File: config.mk
export PLATFORM = sky130hd
export DESIGN_NAME = vid_txt_merger
export DESIGN_NICKNAME = d
export VERILOG_FILES = /design/src/rtl/vtm_pkg.sv /design/src/rtl/vtm_fifo.sv /design/src/rtl/vtm_arb.sv /design/src/rtl/vtm_framer.sv /design/src/rtl/vid_txt_merger.sv
export SDC_FILE = /design/constraint.sdc
export NUM_CORES = 1
export LEC_CHECK = 0
export BUFFER_PORTS_ARGS = -buffer_cell sky130_fd_sc_hd__buf_2
export CAP_MARGIN = 0
export CORE_UTILIZATION = 45
export DETAILED_ROUTE_END_ITERATION = 6
export GPL_TIMING_DRIVEN = 0
export PLACE_DENSITY_LB_ADDON = 0.12
export SLEW_MARGIN = 30
export SYNTH_ARGS = -nofsm -noshare
export SYNTH_HDL_FRONTEND = slang
export SYNTH_HIERARCHICAL = 1
export SYNTH_SLANG_ARGS = --single-unit
File: constraint.sdc
create_clock -name clk -period 6.3 [get_ports clk]
set_input_delay 0.945 -clock clk [delete_from_list [all_inputs] [get_ports clk]]
set_output_delay 0.945 -clock clk [all_outputs]
set_load 0.02 [all_outputs]
File: src/rtl/vtm_pkg.sv
`timescale 1ns/1ps
package vtm_pkg;
   typedef enum logic [1:0] {
      ST_IDLE = 2'd0,
      ST_HDR  = 2'd1,
      ST_PAY  = 2'd2,
      ST_TRL  = 2'd3
   } vtm_state_e;

   localparam logic [1:0] ARB_VID_FIRST = 2'b00;
   localparam logic [1:0] ARB_TXT_FIRST = 2'b01;
   localparam logic [1:0] ARB_VID_ONLY  = 2'b10;
   localparam logic [1:0] ARB_TXT_ONLY  = 2'b11;

   function automatic logic [7:0] timing_xy(input logic f, input logic v, input logic h);
      timing_xy = {1'b1, f, v, h, v ^ h, f ^ h, f ^ v, f ^ v ^ h};
   endfunction
endpackage

File: src/rtl/vtm_fifo.sv
`timescale 1ns/1ps
module vtm_fifo #(
   parameter int DW    = 32,
   parameter int DEPTH = 8,
   localparam int AW   = $clog2(DEPTH),
   localparam int CW   = $clog2(DEPTH + 1)
) (
   input  logic          clk,
   input  logic          rst_n,
   input  logic          wr,
   input  logic [DW-1:0] wdata,
   input  logic          rd,
   input  logic [CW-1:0] thr,
   output logic [DW-1:0] rdata,
   output logic [CW-1:0] cnt,
   output logic          empty,
   output logic          full,
   output logic          filled
);
   logic [DW-1:0] mem [DEPTH];
   logic [AW-1:0] wptr, rptr;
   logic          do_wr, do_rd;

   assign do_wr = wr && !full;
   assign do_rd = rd && !empty;

   always_ff @(posedge clk or negedge rst_n) begin
      if (!rst_n) begin
         wptr <= '0;
         rptr <= '0;
         cnt  <= '0;
      end else begin
         if (do_wr) wptr <= wptr + 1'b1;
         if (do_rd) rptr <= rptr + 1'b1;
         case ({do_wr, do_rd})
            2'b10:   cnt <= cnt + 1'b1;
            2'b01:   cnt <= cnt - 1'b1;
            default: cnt <= cnt;
         endcase
      end
   end

   always_ff @(posedge clk) begin
      if (do_wr) mem[wptr] <= wdata;
   end

   assign rdata  = mem[rptr];
   assign empty  = (cnt == '0);
   assign full   = (cnt == CW'(DEPTH));
   assign filled = (cnt >= thr);
endmodule

File: src/rtl/vtm_arb.sv
`timescale 1ns/1ps
module vtm_arb
   import vtm_pkg::*;
(
   input  logic [1:0] mode,
   input  logic       vid_rdy,
   input  logic       txt_rdy,
   input  logic       busy,
   output logic       gnt_v,
   output logic       gnt_t
);
   always_comb begin
      gnt_v = 1'b0;
      gnt_t = 1'b0;
      if (!busy) begin
         case (mode)
            ARB_VID_FIRST: begin
               gnt_v = vid_rdy;
               gnt_t = txt_rdy && !vid_rdy;
            end
            ARB_TXT_FIRST: begin
               gnt_t = txt_rdy;
               gnt_v = vid_rdy && !txt_rdy;
            end
            ARB_VID_ONLY: gnt_v = vid_rdy;
            default:      gnt_t = txt_rdy;
         endcase
      end
   end
endmodule

File: src/rtl/vtm_framer.sv
`timescale 1ns/1ps
module vtm_framer
   import vtm_pkg::*;
#(
   parameter int VID_WORDS = 4,
   parameter int TXT_WORDS = 2,
   localparam int MAXW     = (VID_WORDS > TXT_WORDS) ? VID_WORDS : TXT_WORDS,
   localparam int WIW      = $clog2(MAXW + 1)
) (
   input  logic        clk,
   input  logic        rst_n,
   input  logic        gnt_v,
   input  logic        gnt_t,
   input  logic        cfg_wide,
   input  logic        cfg_anc,
   input  logic        cfg_field,
   input  logic [7:0]  cfg_did,
   input  logic [31:0] vid_d,
   input  logic [31:0] txt_d,
   output logic        pop_v,
   output logic        pop_t,
   output logic        busy,
   output logic        beat_v,
   output logic [7:0]  lo,
   output logic [7:0]  hi,
   output logic        is_txt
);
   vtm_state_e     st;
   logic           src_txt, wide_l, anc_l, field_l;
   logic [7:0]     did_l;
   logic [2:0]     idx;
   logic [1:0]     bi;
   logic [WIW-1:0] wi;
   logic [31:0]    word;
   logic [7:0]     code;
   logic           anc_pkt, last_beat, last_word, last_hdr;
   logic [WIW-1:0] wi_last;

   assign anc_pkt   = src_txt && anc_l;
   assign word      = src_txt ? txt_d : vid_d;
   assign last_beat = wide_l ? (bi == 2'd1) : (bi == 2'd3);
   assign wi_last   = src_txt ? WIW'(TXT_WORDS - 1) : WIW'(VID_WORDS - 1);
   assign last_word = (wi == wi_last);
   assign last_hdr  = anc_pkt ? (idx == 3'd4) : (idx == 3'd3);
   assign busy      = (st != ST_IDLE);
   assign is_txt    = busy && src_txt;

   always_comb begin
      code = 8'h00;
      if (anc_pkt && st == ST_HDR) begin
         case (idx)
            3'd0:    code = 8'h00;
            3'd1:    code = 8'hFF;
            3'd2:    code = 8'hFF;
            3'd3:    code = did_l;
            default: code = 8'(TXT_WORDS);
         endcase
      end else begin
         case (idx)
            3'd0:    code = 8'hFF;
            3'd1:    code = 8'h00;
            3'd2:    code = 8'h00;
            default: code = timing_xy(field_l, src_txt, st == ST_TRL);
         endcase
      end
   end

   always_comb begin
      beat_v = 1'b0;
      lo     = 8'h00;
      hi     = 8'h00;
      pop_v  = 1'b0;
      pop_t  = 1'b0;
      case (st)
         ST_HDR, ST_TRL: begin
            beat_v = 1'b1;
            lo     = code;
         end
         ST_PAY: begin
            beat_v = 1'b1;
            if (wide_l) begin
               if (bi == 2'd0) {hi, lo} = word[15:0];
               else            {hi, lo} = word[31:16];
            end else begin
               case (bi)
                  2'd0:    lo = word[7:0];
                  2'd1:    lo = word[15:8];
                  2'd2:    lo = word[23:16];
                  default: lo = word[31:24];
               endcase
            end
            pop_v = last_beat && !src_txt;
            pop_t = last_beat && src_txt;
         end
         default: ;
      endcase
   end

   always_ff @(posedge clk or negedge rst_n) begin
      if (!rst_n) begin
         st      <= ST_IDLE;
         src_txt <= 1'b0;
         wide_l  <= 1'b0;
         anc_l   <= 1'b0;
         field_l <= 1'b0;
         did_l   <= 8'h00;
         idx     <= '0;
         bi      <= '0;
         wi      <= '0;
      end else begin
         case (st)
            ST_IDLE: begin
               if (gnt_v || gnt_t) begin
                  st      <= ST_HDR;
                  src_txt <= gnt_t;
                  wide_l  <= cfg_wide;
                  anc_l   <= cfg_anc;
                  field_l <= cfg_field;
                  did_l   <= cfg_did;
                  idx     <= '0;
               end
            end
            ST_HDR: begin
               idx <= idx + 3'd1;
               if (last_hdr) begin
                  st <= ST_PAY;
                  bi <= '0;
                  wi <= '0;
               end
            end
            ST_PAY: begin
               bi <= bi + 2'd1;
               if (last_beat) begin
                  bi <= '0;
                  wi <= wi + 1'b1;
                  if (last_word) begin
                     st  <= anc_pkt ? ST_IDLE : ST_TRL;
                     idx <= '0;
                  end
               end
            end
            default: begin
               idx <= idx + 3'd1;
               if (idx == 3'd3) st <= ST_IDLE;
            end
         endcase
      end
   end
endmodule

File: src/rtl/vid_txt_merger.sv
`timescale 1ns/1ps
module vid_txt_merger #(
   parameter int DEPTH     = 8,
   parameter int VID_WORDS = 4,
   parameter int TXT_WORDS = 2,
   localparam int CW       = $clog2(DEPTH + 1)
) (
   input  logic          clk,
   input  logic          rst_n,
   input  logic [1:0]    cfg_arb,
   input  logic          cfg_wide,
   input  logic          cfg_txt_anc,
   input  logic          cfg_gate,
   input  logic          cfg_field,
   input  logic [7:0]    cfg_did,
   input  logic [CW-1:0] cfg_thr,
   input  logic          vid_wr,
   input  logic [31:0]   vid_wdata,
   input  logic          txt_wr,
   input  logic [31:0]   txt_wdata,
   output logic          vid_empty,
   output logic          vid_full,
   output logic          vid_filled,
   output logic          txt_empty,
   output logic          txt_full,
   output logic          txt_filled,
   output logic [7:0]    out_lo,
   output logic [7:0]    out_hi,
   output logic          out_dv,
   output logic          out_ce,
   output logic          out_txt
);
   localparam int NSRC = 2;
   localparam int NEED_V = VID_WORDS;
   localparam int NEED_T = TXT_WORDS;

   if ((DEPTH & (DEPTH - 1)) != 0 || DEPTH < 2) begin : g_bad_depth
      initial $fatal(1, "DEPTH must be a power of two of at least 2");
   end
   if (VID_WORDS < 1 || VID_WORDS > DEPTH || TXT_WORDS < 1 || TXT_WORDS > DEPTH) begin : g_bad_words
      initial $fatal(1, "packet word counts must lie within 1..DEPTH");
   end
   if (TXT_WORDS > 255) begin : g_bad_wc
      initial $fatal(1, "TXT_WORDS must fit the count byte");
   end

   logic          wr_s    [NSRC];
   logic [31:0]   wd_s    [NSRC];
   logic          rd_s    [NSRC];
   logic [31:0]   rdat_s  [NSRC];
   logic [CW-1:0] cnt_s   [NSRC];
   logic          emp_s   [NSRC];
   logic          ful_s   [NSRC];
   logic          fil_s   [NSRC];

   logic gnt_v, gnt_t, pop_v, pop_t, busy, beat_v;
   logic vid_rdy, txt_rdy;

   assign wr_s[0] = vid_wr;
   assign wd_s[0] = vid_wdata;
   assign wr_s[1] = txt_wr;
   assign wd_s[1] = txt_wdata;
   assign rd_s[0] = pop_v;
   assign rd_s[1] = pop_t;

   for (genvar s = 0; s < NSRC; s++) begin : g_src
      vtm_fifo #(.DW(32), .DEPTH(DEPTH)) u_fifo (
         .clk    (clk),
         .rst_n  (rst_n),
         .wr     (wr_s[s]),
         .wdata  (wd_s[s]),
         .rd     (rd_s[s]),
         .thr    (cfg_thr),
         .rdata  (rdat_s[s]),
         .cnt    (cnt_s[s]),
         .empty  (emp_s[s]),
         .full   (ful_s[s]),
         .filled (fil_s[s])
      );
   end

   assign vid_rdy = (cnt_s[0] >= CW'(NEED_V));
   assign txt_rdy = (cnt_s[1] >= CW'(NEED_T));

   vtm_arb u_arb (
      .mode    (cfg_arb),
      .vid_rdy (vid_rdy),
      .txt_rdy (txt_rdy),
      .busy    (busy),
      .gnt_v   (gnt_v),
      .gnt_t   (gnt_t)
   );

   vtm_framer #(.VID_WORDS(VID_WORDS), .TXT_WORDS(TXT_WORDS)) u_framer (
      .clk       (clk),
      .rst_n     (rst_n),
      .gnt_v     (gnt_v),
      .gnt_t     (gnt_t),
      .cfg_wide  (cfg_wide),
      .cfg_anc   (cfg_txt_anc),
      .cfg_field (cfg_field),
      .cfg_did   (cfg_did),
      .vid_d     (rdat_s[0]),
      .txt_d     (rdat_s[1]),
      .pop_v     (pop_v),
      .pop_t     (pop_t),
      .busy      (busy),
      .beat_v    (beat_v),
      .lo        (out_lo),
      .hi        (out_hi),
      .is_txt    (out_txt)
   );

   assign out_dv = cfg_gate ? 1'b1 : beat_v;
   assign out_ce = cfg_gate ? beat_v : 1'b1;

   assign vid_empty  = emp_s[0];
   assign vid_full   = ful_s[0];
   assign vid_filled = fil_s[0];
   assign txt_empty  = emp_s[1];
   assign txt_full   = ful_s[1];
   assign txt_filled = fil_s[1];
endmodule

; Word level (Yosys, flattened, before mapping)
; Memories as Yosys holds them, arrays and structs flattened.
; Cells that the tools add are included.
[op_classes]
n_addsub = 11
magnitude_cmp = 4
eq_ne = 23
mux = 46
bitwise = 4
reduce_logical = 39
[op_table]
columns = op, n
row1 = 2-to-1 mux 8 bit, 6
row2 = case mux 8 bit (3 select lines), 2
row3 = 2-to-1 mux 32 bit, 1
row4 = case mux 8 bit (2 select lines), 2
row5 = "adder 3 x 1 -> 3 bit, second input constant", 6
row6 = 2-to-1 mux 2 bit, 9
row7 = case mux 4 bit (2 select lines), 2
row8 = 2-to-1 mux 3 bit, 5
row9 = "equality test 2 bit, second input constant", 7
row10 = 2-to-1 mux 1 bit, 13
row11 = case mux 3 bit (2 select lines), 2
row12 = logical AND 1 bit, 11
row13 = "equality test 2 x 1 -> 1 bit, second input constant", 5
row14 = "adder 4 x 1 -> 4 bit, second input constant", 2
row15 = "equality test 4 bit, second input constant", 2
row16 = >= comparator 4 bit, 2
row17 = logical NOT 4 bit, 2
row18 = "!= test 2 x 1 -> 1 bit, second input constant", 4
row19 = nonzero test 2 bit, 4
row20 = "subtractor 4 x 1 -> 4 bit, second input constant", 2
row21 = logical NOT 1 bit, 7
row22 = "equality test 3 x 2 -> 1 bit, second input constant", 2
row23 = logical NOT 2 bit, 3
row24 = case mux 2 bit (3 select lines), 1
row25 = 17 further kinds, 25
[totals]
register_bits = 42
ramBits = 512
inputBits = 86
out_inout_bits = 25
elab_cells = 144
n_memories = 2
[memory_table]
columns = name, words, word_bits, read_ports, rd_ports_with_merged_regs, wr, line_no
row1 = g_src[0].u_fifo.mem, 8, 32, 1, 0, 1, vtm_fifo.sv:20  ; logic [DW-1:0] mem [DEPTH];
row2 = g_src[1].u_fifo.mem, 8, 32, 1, 0, 1, vtm_fifo.sv:20

; Logic depth before layout (Yosys ltp)
; Gate-level depths: netlist (run 1).
[logic_depth]
word_depth = 8
ltp_mapped = 14
mapped_depth_nobuf = 13

; By module
; The synthesis (run 1) kept the hierarchy.
[modules_own_cells]
columns = mod, instances, cells_per_inst, area_each_um2, seq_area_each_um2
row1 = vtm_fifo at g_src[1].u_fifo, 1, 444, 10371.2, 7937.6
row2 = vtm_fifo at g_src[0].u_fifo, 1, 444, 10367.4, 7937.6
row3 = vtm_framer, 1, 268, 2592.5, 550.5
row4 = vtm_arb, 1, 4, 30.0, 0.0
row5 = vid_txt_merger, 1, 4, 25.0, 0.0

; Worst setup path before layout (run 1)
; Ideal clock, no wire load.
[synth_timing]
kind = input to register
start = input port vid_wr
end = memory g_src[0].u_fifo.mem[0][0], enable pin
setup_time_ns = 0.501
arrival_time_ns = 4.366
required_time_ns = 5.799
path_slack_ns = 1.433
path_stages = 3
n_path_buf = 0
path_cell_list = nor2b_1 > inv_2 > nor4_1
[synth_via]
elab_chain_cells = 3
[synth_rtl]
columns = element, line_no
row1 = start: declaration, vid_txt_merger.sv:17  ; input logic vid_wr,
row2 = logical AND 1 bit, vtm_fifo.sv:24  ; assign do_wr = wr && !full;
row3 = 2-to-1 mux 1 bit, vtm_fifo.sv:44  ; if (do_wr) mem[wptr] <= wdata;
row4 = 2-to-1 mux 1 bit (implied by the code), vtm_fifo.sv:44
row5 = end: declaration, vtm_fifo.sv:20
; Every way passes these cells.

==> results.yml, run 1 <==
critical_path:
  cpPeakStageDelay_ns: 0.59
  crit_path_start_kind: "register"
  crit_type: "reg2out"
  r2r-end: "g_src[1].u_fifo/cnt[3]$_DFFE_PN0P_"
  cpMaxStageDelayCell: "buf_1"
  worst_ep_required_time_ns: 5.35
  critPathArrivalTime_ns: 3.86
  crit_buf_inv: 3
  endpoint_kind: "output port"
  crit_fanout: 10
  critPathTopFamily: "multiplexers"
  path_cells: "buf_2 -> buf_1 -> mux4_1 -> mux2_2 -> mux4_2 -> o21ai_0 -> o32ai_1 -> buf_2"
  path_common_cell: "buf_2"
  worstReg2RegStart: "u_framer/bi[1]$_DFFE_PN0P_"
  r2r_setup_slack_ns: 3.33
  r2r_cells: 13
final_layout:
  final_cell_mix: "512 x edfxtp_1, 135 x buf_2, 96 x mux4_2"
  drive_above_1_share: 0.354
  final_nets: 1520
  n_antenna_cell: 0
  syn_to_final_growth_pct: 16.9
  final_common_cell: "edfxtp_1"
timing:
  finalCritPeriodShare: 0.762
  clock_skew_ns: 0.0181
  finalSetupViolCount: 0
  fin_crit_ns: 4.80
  slew_violations: 0
  rsz0062_at_grt: "false"
  setup_tns_ns: 0
  relSlewSlack: 0.471
  finalHoldViolCount: 0
  fmax_ghz: 0.208
  worst_pin_slew_ns: 0.793
clock_tree:
  ctsLongestPathBuffers: 3
  cts.sinks: 554
  ctsResizeCount: 0
  htree_levels: 2
  tritoncts: "yes"
  clkLatencyLatePin_ns: 0.61
  numCtsBuffers: 57
  path_clk_slew_ns: 0.06
  post_cts_buffers: 0
  cts-root-buf: "clkbuf_16"
  cts_hold_buf: 0
route:
  ant_nets: 0
  remaining_drc_errors: 4
  num_vias: 11900
  drt_iter0_drc: 1046
  drt_wl_total_um: 53600
  vias_per_cell: 5.60
  wl_per_cell_um: 25.2
  firstDrtPassIters: 7
synth:
  ys_types: 71
  synth_flop_cell: "edfxtp_1"
  netlist_instances: 1164
  synth-edff-count: 512
  async_reset_ff_frac: 0.0758
  yosysWarnings: 6
  synth.avg_cell_area_um2: 20.1
  syn_nets: 1280
  synth-seq-cells: 554
  syn_area_um2: 23400
  ys_seq_area_frac: 0.702
power_and_ir_drop:
  p_sw_frac: 0.316
  pwr_density_cell_nw_per_um2: 446
  power_frac_comb: 0.339
  clkPwrFrac: 0.261
  p_leak_nw: 9.47
  p_int_mw: 8.35
  p_switching_mw: 3.85
  total_power_mw: 12.2
  power.share.sequential: 0.400
  irDropWorstVdd_v: 0.000221
place:
  port_buffers: 110
  dp.final_hpwl_um: 37900
  gp_congestion: 0.868
die:
  die-area_um2: 52900
  die_h_um: 230
  coreArea_um2: 51300
  start_util: 0.456
  row_count: 83
  io_pins: 111
  die_w_um: 230
status:
  run_status: "finished, violations left"
  violations: "DRC"
global_route:
  grt_pass1_vias: 12000
  overflow: 0
  grt_pass1_wl_um: 79700
  grt_use_total: 0.207
  grt_max_degree: 43
  antenna_found_initial: 5
flow_run:
  max_cap_violations: 0
hold_path:
  hold_path_class: "in2async"
-- through the flow --
stage / worst slack, ns / area [um^2] / hold slack (ns) / std cells / util
after global routing: 1.38 / 27300 / 0.364 / 2132 / 0.533
after CTS: 1.49 / 27300 / 0.319 / 2132 / 0.533
after global placement: -2.48 / 24800 / 0.492 / 1954 / 0.483
after floorplan: 1.43 / 23400 / 0.472 / 1164 / -
final: 1.50 / 27300 / 0.330 / 2132 / 0.533
after detailed placement: 2.17 / 25600 / 0.506 / 2025 / 0.499
-- registers in the layout, summed over array words and instances (netlist names) --
register	count
g_src.u_fifo/mem	512
u_framer/field_l	1
g_src.u_fifo/wptr	6
u_framer/src_txt	1
u_framer/st	2
g_src.u_fifo/cnt	8
g_src.u_fifo/rptr	6
u_framer/wide_l	1
u_framer/anc_l	1
u_framer/wi	3
u_framer/did_l	8
u_framer/bi	2
u_framer/idx	3
-- synthesized netlist by cell type (all sizes together), types with 3 or more instances --
cell type | instances | share of area
o21ai | 17 | 0.0036
nand3 | 3 | 0.00064
a22o | 3 | 0.0011
ha | 28 | 0.015
a211oi | 4 | 0.0015
xor2 | 4 | 0.0015
mux4 | 137 | 0.14
nand2 | 40 | 0.0064
nor2 | 32 | 0.0052
and2 | 3 | 0.00080
o22ai | 3 | 0.00080
nor2b | 5 | 0.0013
nor3 | 11 | 0.0024
a2bb2oi | 3 | 0.0011
inv | 28 | 0.0045
nor4 | 4 | 0.0011
and3 | 9 | 0.0024
a21boi | 3 | 0.00096
edfxtp | 512 | 0.66
dfrtp | 42 | 0.045
o31ai | 3 | 0.00096
a221oi | 3 | 0.0011
mux2i | 25 | 0.011
a22oi | 4 | 0.0015
nand2b | 12 | 0.0032
clkbuf | 12 | 0.0019
buf | 44 | 0.017
nor4b | 3 | 0.0014
a31oi | 6 | 0.0016
o32ai | 4 | 0.0015
a21oi | 18 | 0.0040
mux2 | 92 | 0.045
o211a | 3 | 0.0013
xnor2 | 13 | 0.0049
-- power groups by stage --
stage / clock, mW / combinational (mW) / sequential [mW]
floorplan: 0 / 2.75 / 4.90
global placement: 0 / 3.92 / 5.00
detailed placement: 0 / 4.16 / 4.96
CTS: 3.26 / 4.18 / 4.89
global route: 3.40 / 4.43 / 4.94
finish: 3.19 / 4.14 / 4.88
-- cells by family after synthesis --
| group | share of synthesized area |
|---|---|
| DFF | 0.702 |
| muxes | 0.194 |
| and+or+nand+nor | 0.0274 |
| AOI/OAI and AO/OA | 0.0281 |
| buffers and inverters | 0.0240 |
| adders and majority gates | 0.0167 |
| xor gates and xnor gates | 0.00738 |
-- how the worst max path moves through the flow --
stage                                              from                             endpoint  slack (ns)  depth (start not counted)
global route        g_src[0].u_fifo/rptr[1]$_DFFE_PN0P_                            out_lo[1]        1.38                          9
detailed placement  g_src[0].u_fifo/rptr[1]$_DFFE_PN0P_                            out_lo[6]        2.17                          8
finish              g_src[0].u_fifo/rptr[1]$_DFFE_PN0P_                            out_lo[3]        1.50                          8
global placement                                 vid_wr  g_src[0].u_fifo/mem[0][8]$_DFFE_PP_       -2.48                          4
floorplan                                        vid_wr  g_src[0].u_fifo/mem[0][0]$_DFFE_PP_        1.43                          3
CTS                 g_src[0].u_fifo/rptr[1]$_DFFE_PN0P_                            out_lo[6]        1.49                          8
-- cell type report --
| type | count | area (um^2) |
|---|---|---|
| Inverter | 30 | 113 |
| Timing Repair Buffer | 181 | 1250 |
| Fill cell | 4072 | 24000 |
| Multi-Input combinational cell | 524 | 6500 |
| Buffer | 56 | 448 |
| Clock buffer | 66 | 1460 |
| Tap cell | 680 | 851 |
| Clock inverter | 41 | 302 |
| Sequential cell | 554 | 16400 |
-- routing by layer --
layer | track usage | wire [um] | part of all wire
met1 | 0.308 | 24700 | 0.46
met4 | 0.0689 | 1410 | 0.026
met3 | 0.0358 | 3000 | 0.056
met5 | 0 | 63 | 0.0012
met2 | 0.311 | 24500 | 0.46
No activity file was read; power rests on OpenSTA's default activity.
==> run 2: changes to the inputs <==
- ABC_AREA: unset -> 1
- clock period: 6.3 -> 5 ns (I/O delays scaled with it)
==> run 2 against run 1 <==
The run still ends with DRC left. Synthesized cell count grew 99%. Highest routed layer unchanged. Non-clock buffer count grew 18. Die area grew 3.4%. Global-route usage grew 4.3 points. Power grew 39%. Worst setup slack lost 0.65 ns. Combinational power grew 56%. Core utilization grew 0.47 points. Critical path depth grew 5. Sequential power grew 25%. Clock skew grew 0.0037 ns. Sequential share of layout area shrank 2.3 points. Critical endpoint unchanged.
==> results.yml, run 2 <==
status:
  run_status: "finished, violations left"
  violations: "DRC"
final_layout:
  final_common_cell: "nand2_1"
  top_regs: "g_src.u_fifo/mem x512, g_src.u_fifo/cnt x8, u_framer/did_l x8"
  top_register: "g_src.u_fifo/mem"
  largest_reg_flops: 512
  syn_to_final_growth_pct: 17.5
  multi_input_area_um2: 6900
  drive_above_1_share: 0.129
  fillers: 4646
  stdcell_count: 3256
  final_cell_mix: "817 x nand2_1, 512 x edfxtp_1, 265 x nor2_1"
  regArea_um2: 16400
  final_nets: 2627
power_and_ir_drop:
  irDropWorstVdd_v: 0.000316
  p_leak_nw: 11.3
  pwr_density_cell_nw_per_um2: 595
die:
  io_pins: 111
  die-area_um2: 54700
  start_util: 0.458
  coreArea_um2: 52900
  die_w_um: 234
  row_count: 84
  die_h_um: 234
route:
  remaining_drc_errors: 10
  route.met3.wl_um: 3930
  top_layer_used: "met5"
  wl_met1_um: 28500
  ant_nets: 0
  drt_iter0_drc: 1148
  firstDrtPassIters: 7
  wl_per_cell_um: 20.7
  vias_per_cell: 5.25
  num_vias: 17100
  drt_wl_total_um: 67400
  wl_met2_um: 32800
place:
  gp_congestion: 0.874
  port_buffers: 110
  dp.final_hpwl_um: 46100
  dp_cells: 3138
global_route:
  overflow: 0
  grt_use_total: 0.250
  grt_max_degree: 24
  grt_pass1_vias: 16800
  antenna_found_initial: 9
  grt_pass1_wl_um: 101000
critical_path:
  crit_type: "reg2out"
  endpoint_kind: "output port"
  worstReg2RegStart: "u_framer/bi[1]$_DFFE_PN0P_"
  r2r_setup_slack_ns: 1.80
  r2r-end: "g_src[0].u_fifo/cnt[3]$_DFFE_PN0P_"
  r2r_cells: 16
  crit_path_start_kind: "register"
  crit_fanout: 10
  worst_ep_required_time_ns: 4.25
  critPathArrivalTime_ns: 3.40
synth:
  synthXorXnorAreaFrac: 0.00543
  yosys.area_share.simple: 0.187
  async_reset_ff_frac: 0.0758
  synth_top_area_frac: 0.635
  ys_types: 33
  synth.area.top_cells: "edfxtp_1 64%, nand2_1 13%, nor2_1 4.4%"
  yosysMostFrequentCell: "nand2_1"
  synth-edff-count: 512
  yosysTopAreaCell: "edfxtp_1"
  synth_flop_cell: "edfxtp_1"
  syn_area_um2: 24200
  syn_nets: 2427
  ys_seq_area_frac: 0.679
  synth-compound-area-share: 0.0675
  synth-seq-cells: 554
  synth.avg_cell_area_um2: 10.5
  synth_adder_area_share: 0.0161
  yosysWarnings: 6
  synth_common_cells: "817 x nand2_1, 512 x edfxtp_1, 281 x nor2_1, 189 x o21ai_0, 104 x o21ai_1"
  netlist_instances: 2311
  synthMuxAreaShare: 0.00419
  synth_top_family_by_area: "simple AND/OR/NAND/NOR gates"
clock_tree:
  cts.sinks: 554
  cts_hold_buf: 0
  cts-root-buf: "clkbuf_16"
  tritoncts: "yes"
  post_cts_buffers: 0
  htree_levels: 2
  ctsLongestPathBuffers: 3
  path_clk_slew_ns: 0.06
  clkLatencyLatePin_ns: 0.62
  numCtsBuffers: 59
  ctsResizeCount: 0
timing:
  fin_crit_ns: 4.15
  setup_tns_ns: 0
  worst_pin_slew_ns: 0.779
  finalHoldViolCount: 0
  rsz0062_at_grt: "false"
  clock_skew_ns: 0.0218
  slew_violations: 0
  finalCritPeriodShare: 0.830
  finalSetupViolCount: 0
  relSlewSlack: 0.479
  fmax_ghz: 0.241
hold_path:
  hold_path_class: "in2async"
flow_run:
  max_cap_violations: 0
-- run 2: cell count changes in the layout (fill, tap and decap cells not counted), sizes merged, moves of 8 or more --
cell / change
nor2: +253
nand2: +777
nand3: +52
and3: -9
mux2: -83
nand4: +9
clkbuf: +35
inv: +64
nand2b: -12
nor3: -11
o21ai: +277
mux4: -137
buf: -8
mux2i: -25
-- run 2: worst max path at each step --
stage                                                   start                                   to  slack, ns  depth (start not counted)
after floorplan                                        txt_wr  g_src[1].u_fifo/mem[0][0]$_DFFE_PP_       2.16                          4
after global placement                                 txt_wr  g_src[1].u_fifo/mem[6][8]$_DFFE_PP_       0.47                          5
after detailed placement  g_src[0].u_fifo/rptr[1]$_DFFE_PN0P_                            out_lo[3]       1.50                         13
after CTS                 g_src[0].u_fifo/rptr[1]$_DFFE_PN0P_                            out_lo[3]       0.83                         13
after global routing      g_src[1].u_fifo/rptr[1]$_DFFE_PN0P_                            out_hi[6]       0.60                         13
final                     g_src[0].u_fifo/rptr[1]$_DFFE_PN0P_                            out_lo[3]       0.85                         13
-- run 2: final cells by class --
class                      instances  share of cell area
sequential                       554               0.578
multi-input combinational       1549               0.243
clock buffer                      75              0.0578
timing repair buffer             139              0.0445
tap                              688              0.0303
buffer                           116              0.0228
inverter                          92              0.0122
clock inverter                    37              0.0113
antenna                            6            0.000528
-- run 2: cell families after synthesis --
family / Yosys count
XOR/XNOR: 15
AO/OA/AOI/OAI: 323
multiplexers: 9
buffers and inverters: 208
AND/OR/NAND/NOR: 1172
adder cells (fa/ha/maj): 30
flip-flops: 554
-- run 2: report_power, final --
| part | total, mW | internal [mW] | switching, mW |
|---|---|---|---|
| clock | 4.39 | 2.58 | 1.81 |
| sequential | 6.09 | 5.82 | 0.270 |
| combinational | 6.44 | 1.91 | 4.54 |
-- run 2: critical path, stage by stage, from the launching register on --
cell	delay, ns
dfrtp_1	0.46
buf_2	0.31
clkbuf_1	0.56
nand2_1	0.12
o21ai_1	0.10
nand2_1	0.06
nand2_1	0.19
nor2_1	0.06
nor2_1	0.24
nand2_1	0.11
nand3_1	0.11
nand2_1	0.07
o21ai_1	0.20
buf_2	0.21
-- run 2: through the flow --
step	total power, mW	hold WS (ns)	setup slack (ns)	area, um^2	util
after floorplan	10.0	0.454	2.16	24200	-
after global placement	12.2	0.493	0.466	25600	0.484
after detailed placement	12.6	0.494	1.50	26400	0.500
after CTS	17.0	0.129	0.832	28400	0.537
after global routing	17.9	0.165	0.604	28400	0.537
final	16.9	0.134	0.848	28400	0.538
-- run 2: metal layers --
layer,GRT usage,vias up
met5,0,-
met4,0.0893,12
met3,0.0354,138
met2,0.425,502
met1,0.328,8231
li1,-,8197
